--- src/rtl/pirq_router_pkg.sv ---
package pirq_router_pkg;
  localparam int DEF_NUM_PIRQ = 4;
  localparam int DEF_NUM_IRQ  = 16;
  localparam int ROUTE_W      = 8;
  localparam logic [ROUTE_W-1:0] ROUTE_RESET = 8'h80;
  localparam logic [7:0] ROUTE_BASE = 8'h60;
endpackage

--- src/rtl/pirq_route_regs.sv ---
module pirq_route_regs
  import pirq_router_pkg::*;
#(
  parameter int NUM_PIRQ = DEF_NUM_PIRQ,
  parameter int ADDR_W   = 8
) (
  input  logic                              clk,
  input  logic                              rst_n,
  input  logic                              wr_en,
  input  logic [ADDR_W-1:0]                 addr,
  input  logic [NUM_PIRQ-1:0]               be,
  input  logic [NUM_PIRQ*ROUTE_W-1:0]       wdata,
  output logic [NUM_PIRQ-1:0][ROUTE_W-1:0]  route_q,
  output logic [NUM_PIRQ-1:0][ROUTE_W-1:0]  route_d,
  output logic                              hit,
  output logic [NUM_PIRQ*ROUTE_W-1:0]       rdata
);
  localparam int ALIGN = $clog2(NUM_PIRQ);
  localparam logic [ADDR_W-1:0] BASE = ADDR_W'(ROUTE_BASE);

  logic sel;

  assign sel = (addr[ADDR_W-1:ALIGN] == BASE[ADDR_W-1:ALIGN]);
  assign hit = wr_en && sel && (|be);

  always_comb begin
    route_d = route_q;
    for (int i = 0; i < NUM_PIRQ; i++) begin
      if (hit && be[i]) route_d[i] = wdata[i*ROUTE_W +: ROUTE_W];
    end
  end

  always_ff @(posedge clk or negedge rst_n) begin
    if (!rst_n) begin
      route_q <= {NUM_PIRQ{ROUTE_RESET}};
    end else if (hit) begin
      route_q <= route_d;
    end
  end

  assign rdata = sel ? route_q : '0;

  AST_ROUTE_HOLD: assert property (@(posedge clk) disable iff (!rst_n)
    !hit |=> $stable(route_q)) else $error("route changed without write");
endmodule

--- src/rtl/pirq_level_matrix.sv ---
module pirq_level_matrix
  import pirq_router_pkg::*;
#(
  parameter int NUM_PIRQ = DEF_NUM_PIRQ,
  parameter int NUM_IRQ  = DEF_NUM_IRQ
) (
  input  logic                              clk,
  input  logic                              rst_n,
  input  logic                              rebuild,
  input  logic [NUM_PIRQ-1:0][ROUTE_W-1:0]  route,
  input  logic [NUM_PIRQ-1:0]               pirq_lvl,
  output logic [NUM_IRQ-1:0]                irq_q
);
  localparam int IRQ_W = $clog2(NUM_IRQ);
  localparam int CELLS = NUM_PIRQ * NUM_IRQ;

  logic [CELLS-1:0]    mat_q, mat_d;
  logic [NUM_IRQ-1:0]  irq_d;
  logic [NUM_PIRQ-1:0] en;
  logic [NUM_PIRQ-1:0][IRQ_W-1:0] tgt;

  always_comb begin
    for (int p = 0; p < NUM_PIRQ; p++) begin
      en[p]  = (route[p] < ROUTE_W'(NUM_IRQ));
      tgt[p] = route[p][IRQ_W-1:0];
    end
  end

  always_comb begin
    mat_d = rebuild ? '0 : mat_q;
    for (int p = 0; p < NUM_PIRQ; p++) begin
      if (en[p]) mat_d[int'(tgt[p]) * NUM_PIRQ + p] = pirq_lvl[p];
    end
  end

  always_comb begin
    for (int n = 0; n < NUM_IRQ; n++) irq_d[n] = |mat_d[n*NUM_PIRQ +: NUM_PIRQ];
  end

  always_ff @(posedge clk or negedge rst_n) begin
    if (!rst_n) begin
      mat_q <= '0;
      irq_q <= '0;
    end else begin
      mat_q <= mat_d;
      irq_q <= irq_d;
    end
  end

  genvar gp, gn;
  generate
    for (gp = 0; gp < NUM_PIRQ; gp++) begin : g_col
      logic [NUM_IRQ-1:0] col;
      for (gn = 0; gn < NUM_IRQ; gn++) begin : g_bit
        assign col[gn] = mat_q[gn*NUM_PIRQ + gp];
      end
      AST_COLUMN_SINGLE: assert property (@(posedge clk) disable iff (!rst_n)
        $countones(col) <= 1) else $error("line mapped twice");
      AST_DISABLED_SILENT: assert property (@(posedge clk) disable iff (!rst_n)
        !en[gp] |=> (col == '0)) else $error("disabled line left a bit");
      AST_LEVEL_TRACK: assert property (@(posedge clk) disable iff (!rst_n)
        (en[gp] && pirq_lvl[gp]) |=> irq_q[$past(tgt[gp])]) else $error("level lost");
    end
    for (gn = 0; gn < NUM_IRQ; gn++) begin : g_row
      AST_OUTPUT_IS_OR: assert property (@(posedge clk) disable iff (!rst_n)
        irq_q[gn] == (|mat_q[gn*NUM_PIRQ +: NUM_PIRQ])) else $error("output mismatch");
    end
  endgenerate
endmodule

--- src/rtl/pirq_slot_map.sv ---
module pirq_slot_map #(
  parameter int NUM_PIRQ = 4
) (
  input  logic [7:0]                  devfn,
  input  logic [$clog2(NUM_PIRQ)-1:0] intx,
  output logic [$clog2(NUM_PIRQ)-1:0] pirq
);
  localparam int PW = $clog2(NUM_PIRQ);
  logic [PW-1:0] slot_lo;

  assign slot_lo = devfn[3 +: PW];
  assign pirq    = slot_lo + intx - PW'(1);
endmodule

--- src/rtl/pirq_router.sv ---
module pirq_router
  import pirq_router_pkg::*;
#(
  parameter int NUM_PIRQ = DEF_NUM_PIRQ,
  parameter int NUM_IRQ  = DEF_NUM_IRQ,
  parameter int IRQ_W    = $clog2(NUM_IRQ),
  parameter int PIRQ_W   = $clog2(NUM_PIRQ)
) (
  input  logic                        clk,
  input  logic                        rst_n,
  input  logic                        cfg_wr_en,
  input  logic [7:0]                  cfg_addr,
  input  logic [NUM_PIRQ-1:0]         cfg_be,
  input  logic [NUM_PIRQ*ROUTE_W-1:0] cfg_wdata,
  output logic [NUM_PIRQ*ROUTE_W-1:0] cfg_rdata,
  input  logic [NUM_PIRQ-1:0]         pirq_lvl,
  output logic [NUM_IRQ-1:0]          irq_out,
  output logic [NUM_PIRQ-1:0]         route_en,
  output logic [NUM_PIRQ*IRQ_W-1:0]   route_irq,
  input  logic [7:0]                  slot_devfn,
  input  logic [PIRQ_W-1:0]           slot_intx,
  output logic [PIRQ_W-1:0]           slot_pirq
);
  logic [1:0] rst_pipe;
  logic       rst_sync_n;
  logic [NUM_PIRQ-1:0][ROUTE_W-1:0] route_q, route_d;
  logic       route_hit;

  always_ff @(posedge clk or negedge rst_n) begin
    if (!rst_n) rst_pipe <= 2'b00;
    else        rst_pipe <= {rst_pipe[0], 1'b1};
  end
  assign rst_sync_n = rst_pipe[1];

  pirq_route_regs #(.NUM_PIRQ(NUM_PIRQ), .ADDR_W(8)) u_regs (
    .clk(clk), .rst_n(rst_sync_n), .wr_en(cfg_wr_en), .addr(cfg_addr),
    .be(cfg_be), .wdata(cfg_wdata), .route_q(route_q), .route_d(route_d),
    .hit(route_hit), .rdata(cfg_rdata)
  );

  pirq_level_matrix #(.NUM_PIRQ(NUM_PIRQ), .NUM_IRQ(NUM_IRQ)) u_matrix (
    .clk(clk), .rst_n(rst_sync_n), .rebuild(route_hit), .route(route_d),
    .pirq_lvl(pirq_lvl), .irq_q(irq_out)
  );

  pirq_slot_map #(.NUM_PIRQ(NUM_PIRQ)) u_slot (
    .devfn(slot_devfn), .intx(slot_intx), .pirq(slot_pirq)
  );

  genvar gp;
  generate
    for (gp = 0; gp < NUM_PIRQ; gp++) begin : g_status
      assign route_en[gp] = (route_q[gp] < ROUTE_W'(NUM_IRQ));
      assign route_irq[gp*IRQ_W +: IRQ_W] = route_en[gp] ? route_q[gp][IRQ_W-1:0] : '0;
      AST_STATUS_OFF: assert property (@(posedge clk) disable iff (!rst_sync_n)
        !route_en[gp] |-> (route_irq[gp*IRQ_W +: IRQ_W] == '0)) else $error("status target");
    end
  endgenerate
endmodule

--- config.mk ---
export PLATFORM = sky130hd
export DESIGN_NAME = pirq_router
export DESIGN_NICKNAME = d
export VERILOG_FILES = /design/src/rtl/pirq_router_pkg.sv /design/src/rtl/pirq_route_regs.sv /design/src/rtl/pirq_level_matrix.sv /design/src/rtl/pirq_slot_map.sv /design/src/rtl/pirq_router.sv
export SDC_FILE = /design/constraint.sdc
export NUM_CORES = 1
export LEC_CHECK = 0
export CORE_MARGIN = 3
export CORE_UTILIZATION = 45
export CTS_BUF_LIST = sky130_fd_sc_hd__clkbuf_2 sky130_fd_sc_hd__clkbuf_4 sky130_fd_sc_hd__clkbuf_8
export CTS_CLUSTER_SIZE = 8
export DETAILED_ROUTE_END_ITERATION = 10
export PLACE_DENSITY = 0.84
export SETUP_SLACK_MARGIN = 0.4
export SLEW_MARGIN = 0
export SYNTH_ARGS = -nofsm -noshare
export SYNTH_HDL_FRONTEND = slang
export SYNTH_SLANG_ARGS = --single-unit
--- constraint.sdc ---
create_clock -name clk -period 3.3 [get_ports clk]
set_clock_uncertainty 0.15 [all_clocks]
set_input_delay 0.66 -clock clk [delete_from_list [all_inputs] [get_ports clk]]
set_output_delay 0.66 -clock clk [all_outputs]
set_load 0.01 [all_outputs]
# Word level (Yosys, flattened, before mapping)
# Index checks and enable logic that the tools add are counted.
# word_totals
output_inout_bits,70
reg_bits,114
# classes
add_sub_neg,5
n_reduce_logical,27
n_lt_le_gt_ge,16
eq_ne,1
muxes,26
# ops
cell,n
$mux W64,5
$bwmux W64,4
$ge A32 B1 Y1 const B,3
$lt A32 B8 Y1 const B,3
$reduce_or A4 Y1,17
$lt A8 B5 Y1 const B,8
$mux W32,1
$mux W8,4
$demux W1 S6,3
$mux W4,4
$add A6 B2 Y7 const B,2
$logic_and A1 B1 Y1,10
$add A6 B1 Y7 const B,1
$lt A6 B7 Y1 const B,1
$eq A6 B5 Y1 const B,1
$ge A6 B1 Y1 const B,1
$demux W1 S4,1
$mux W1,4
$add A2 B2 Y2,1
$sub A2 B1 Y2 const B,1

# Longest topological paths before layout
# depth
word_depth,18
depth_mapped,7

# Hierarchy
# Synthesis repeated with hierarchy kept, for this count alone.
# hier_totals
cells_unflattened,527
area_unflattened_um2,6426.2
# by_module_without_submodules
mod,cells_each,area_per_inst_um2,n_inst
pirq_level_matrix,351,4015.1,1
pirq_route_regs,148,2124.5,1
pirq_router,23,239.0,1
pirq_slot_map,5,47.5,1

# Worst setup path after synthesis
# No wires, ideal clock.
# synth_path
path_kind,input-to-reg
start,input cfg_addr[3]
end,register u_matrix.irq_q[0]
cell_stages,7
path_slack_ns,0.609
required_ns,3.011
n_path_buf,2
arrival_ns,2.402
path_cell_list,nor4b_2 and2_1 buf_2 clkbuf_1 o21ai_1 mux2i_1 or4_1
# synth_between
elab_cells_between_ends,48
# synth_lines
item,line,rtl
from (decl),pirq_router.sv:12,"input logic [7:0] cfg_addr,"
$eq A6 B5 Y1 *,pirq_route_regs.sv:23,assign sel = (addr[ADDR_W-1:ALIGN] == BASE[ADDR_W-1:ALIGN]);
$logic_and A1 B1 Y1 * (2 in series),pirq_route_regs.sv:24,assign hit = wr_en && sel && (|be);
$logic_and A1 B1 Y1,pirq_route_regs.sv:29,if (hit && be[i]) route_d[i] = wdata[i*ROUTE_W +: ROUTE_W];
$mux W8,pirq_route_regs.sv:29,
$add A6 B1 Y7,pirq_level_matrix.sv:32,if (en[p]) mat_d[int'(tgt[p]) * NUM_PIRQ + p] = pirq_lvl[p];
$ge A32 B1 Y1 (not written as such) / $lt A32 B8 Y1 (equally long branches),pirq_level_matrix.sv:32,
$logic_and A1 B1 Y1 (not written as such),pirq_level_matrix.sv:32,
$mux W1 (not written as such),pirq_level_matrix.sv:32,
[2 not listed],n/a,
$mux W64,pirq_level_matrix.sv:32,
$bwmux W64,pirq_level_matrix.sv:32,
$mux W64,pirq_level_matrix.sv:32,
$bwmux W64,pirq_level_matrix.sv:32,
$mux W64 *,pirq_level_matrix.sv:32,
net u_matrix.mat_d[2],pirq_level_matrix.sv:17,"logic [CELLS-1:0] mat_q, mat_d;"
$reduce_or A4 Y1 *,pirq_level_matrix.sv:37,for (int n = 0; n < NUM_IRQ; n++) irq_d[n] = |mat_d[n*NUM_PIRQ +: NUM_PIRQ];
net u_matrix.irq_d[0],pirq_level_matrix.sv:18,logic [NUM_IRQ-1:0] irq_d;
to (signal assigned),pirq_level_matrix.sv:46,irq_q <= irq_d;
to (decl),pirq_level_matrix.sv:12,output logic [NUM_IRQ-1:0] irq_q
# The timed path passes the listed nets; every way through them passes the cells marked *.
# A chain may end at the register's enable or synchronous reset.

# Worst setup path in the final report
# layout_path
start,input cfg_addr[7]
end,register u_matrix.irq_q[12]
# Same word-level chain as after synthesis.

==> results by group <==
Timing
  – Setup violators final: 0
  – RSZ-0062 raised after global routing: true
  – Max-slew violation count: 0
  – Fin. Hold Viols: 0
  – FMAX: about 350 MHz
  – Actual slew at the worst max-slew pin: 0.695 ns
  – Final period utilization: 87.4%
  – Max_slew headroom: around 54%
  – Tmin final: 2.88 ns

Synth
  – Top cells by area, synth: dfrtp_1 (40%), mux2i_1 (11%), nand2_1 (9.3%), nand4_1 (5.8%), o31ai_1 (3.8%)
  – Mean Syn Cell Area: 9.17 um^2
  – Mapped Cells: between 700 and 800
  – Area leader, netlist: dfrtp_1
  – Top-area cell type share of the netlist area: 39.6%
  – Post-synth ARST share: 100%
  – Synth Warn #: 0
  – Syn Nets: between 800 and 900
  – Post-Syn Area: 6950 um^2
  – Top-count cell post-synth: nand2_1
  – Unique masters post-synth: 48
  – Seq cells post-synth: 114
  – Post-synth top cells: nand2_1 (172), dfrtp_1 (110), mux2i_1 (73), nand4_1 (64), clkbuf_1 (52)
  – Seq/Total Area, Yosys: 41.1%
  – Number of flops mapped to enable cells by yosys: 0
  – Synth Flop Type: dfrtp_1

Clock network
  – Hold buffers post-CTS: 0
  – CTS tree: yes
  – CTS max path bufs: 2
  – CTS root buf: clkbuf_8
  – H-tree levels: 4
  – Inserted Clock Buffers: 17
  – Clk_lat worst skew: between 0.4 and 0.5 ns
  – Clk slew on worst S/H paths: 0.08 ns
  – Clock sinks: between 100 and 150

Power
  – Sw Ratio: 31.9%
  – P_int: 2870 uW
  – P per Cell Area: roughly 460 nW/um^2
  – Combinational group share of total power: around a quarter
  – Tot Pwr: 4220 uW
  – Flop pwr share: around 44%
  – Clock share of power: ~31%
  – Net Sw Power: ~1300 uW
  – Lkg Pwr: 0.00407 uW
  – Worst vdd ir: between 0.2 and 0.3 mV

Worst setup path
  – Crit-path cells: clkdlybuf4s50_1, buf_6, buf_4, nor4b_4, buf_6, nand4_1, o31ai_1, mux2i_1, or4_1
  – CP Capture Type: flip-flop
  – Startpoint Class: primary input
  – Arr. time, crit path: about 3 ns
  – Worst Reg-to-Reg Cells: 7
  – Critical path peak fanout: 17
  – CP max-delay cell: or4_1
  – Flop2flop setup slack: approximately 0.5 ns
  – CP Data Required Time: about 3.4 ns
  – Most frequent CP cell: buf_6
  – Setup CP Type: in -> reg
  – Worst path max stage delay: 0.61 ns

Worst hold path
  – Worst hold path depth: 0
  – Hold crit path type: reg -> reg

Global route
  – Initial antenna violation count: 0
  – GR Overflow Total: 0
  – Total track usage: a little under a quarter
  – Vias in the first global route: ~6000
  – Largest net degree at the start of global routing: 65
  – First-pass GRT wire length: 31200 um

Finish
  – Fin util: a little over 60%
  – Share of cells above drive strength 1: about a fifth
  – NumNets Final: 958
  – Multi-input gate area: between 3000 and 4000 um^2
  – Area delta synth->final: 30.8%
  – Filler Cell Count: approximately 1200
  – Register area: around 2900 um^2
  – # diodes: 0
  – Non-Filler Instances: ~1100

Floorplanning
  – Die area: about 17000 um^2
  – Die Y: about 130 um
  – Num rows: 44
  – Core Box Area: between 10000 and 15000 um^2
  – Initial Utilization: a little under half
  – I/O pins: between 100 and 150
  – Die X: ~130 um

Placement
  – DP Cell Count: about 1000
  – DP Wirelength: approximately 14000 um
  – # port buffers: 122
  – Gpl congestion: 0.923

Route
  – First-pass detailed-route iteration total: 5
  – Via count: between 6000 and 7000
  – DRC viols: 0
  – Vias per inst: a little under 6
  – Post-Route WL: 20300 um
  – Post-route ant nets: 0
  – First DRT Iteration DRCs: a little under 700
  – DR WL/cell: around 19 um

Outcome
  – Outcome: completed

Flow run
  – Number of max-cap violations: 0
final timing paths:
path,from,endpoint
worst max-delay path,cfg_addr[7],u_matrix.irq_q[12]
worst min-delay path,rst_pipe[0],rst_pipe[1]
worst max register to register,u_regs.route_q[22],u_matrix.irq_q[6]
worst min register to register,rst_pipe[0],rst_pipe[1]
max in group asynchronous,rst_pipe[1],u_regs.route_q[7]
min in group asynchronous,rst_n,rst_pipe[1]
final cells by class:
cell class                 instances  area share (%)
tap                              184            2.54
clock inverter                    10            1.12
inverter                          14           0.634
multi-input combinational        562            42.4
timing repair buffer             187            18.7
sequential                       114            31.5
clock buffer                      22            3.20
state kept, by name (all words and copies together) (netlist names):
register and count:
rst_pipe 2, u_matrix.mat_q 64, u_regs.route_q 32, u_matrix.irq_q 16
cells in the final DEF, fill, tap and decap left out, drive strengths merged:
master | synthesis | routed
dfstp | 4 | 4
ha | 1 | 1
xnor2 | 2 | 2
dfrtp | 110 | 110
clkinv | 0 | 4
nor2b | 13 | 13
nand3 | 17 | 17
or4b | 2 | 2
nor4bb | 16 | 16
nand4b | 5 | 5
clkinvlp | 0 | 3
bufinv | 0 | 1
and2 | 21 | 21
nor4b | 19 | 19
clkdlybuf4s50 | 0 | 85
o21ai | 5 | 5
or4 | 17 | 17
o31ai | 38 | 38
dlygate4sd2 | 0 | 5
nand4 | 64 | 64
nor4 | 12 | 12
inv | 14 | 16
mux2i | 73 | 73
and4b | 11 | 11
nor3 | 1 | 1
o41ai | 5 | 5
or2 | 1 | 1
and4 | 3 | 3
nor2 | 9 | 9
nand2b | 8 | 8
clkbuf | 52 | 28
conb | 1 | 1
nand2 | 172 | 172
mux2 | 5 | 5
o31a | 2 | 2
and3b | 1 | 1
nand3b | 6 | 6
and3 | 32 | 32
buf | 15 | 91
layer usage:
metal,global-route usage [%],routed length (um),vias up,share of wire [%]
met3,4.99,1670,23,8.2
met2,38.0,9800,358,48
met4,6.54,264,0,1.3
li1,-,-,3038,-
met5,0,0,-,0
met1,31.9,8530,3100,42
critical path: cells and delay by family:
kind | cells | cell delay [ns]
compound gates | 1 | 0.12
buf+inv | 4 | 0.94
simple gates | 3 | 1.09
mux | 1 | 0.19
repair_timing:
item | 4_1_cts | 5_1_grt
setup buffers | 4 | 8
pin swaps | 1 | 4
resized for setup | 104 | 48
gates cloned | 1 | 0
endpoints found under the setup margin | 47 | 56
metrics by stage:
stage | instance area (um^2) | TNS (ns) | hold WS, ns | setup slack [ns]
after floorplan | 6950 | 0 | 0.181 | 0.609
after global placement | 8610 | 0 | 0.185 | 0.0301
after detailed placement | 8610 | -0.0233 | 0.185 | -0.0233
after CTS | 9130 | 0 | 0.202 | 0.313
after global routing | 9080 | 0 | 0.211 | 0.348
final | 9080 | 0 | 0.202 | 0.416
logic make-up after synthesis:
logic type | Yosys count | share of synthesized area [%]
AND/OR/NAND/NOR | 430 | 36.2
other | 1 | 0.0540
adder cells (fa/ha/maj) | 1 | 0.180
XOR/XNOR | 2 | 0.252
multiplexers | 78 | 11.3
flip-flops | 114 | 41.1
AO/OA/AOI/OAI | 50 | 6.05
buffers and inverters | 81 | 4.79
power groups by stage:
stage | clock [uW] | combinational, uW | sequential, uW
CTS | 1300 | 1040 | 1840
global placement | 0 | 977 | 1840
floorplan | 0 | 544 | 1830
detailed placement | 0 | 1010 | 1860
global route | 1370 | 1180 | 1870
finish | 1290 | 1090 | 1840
Note: power is estimated with default switching activity, not from simulation.
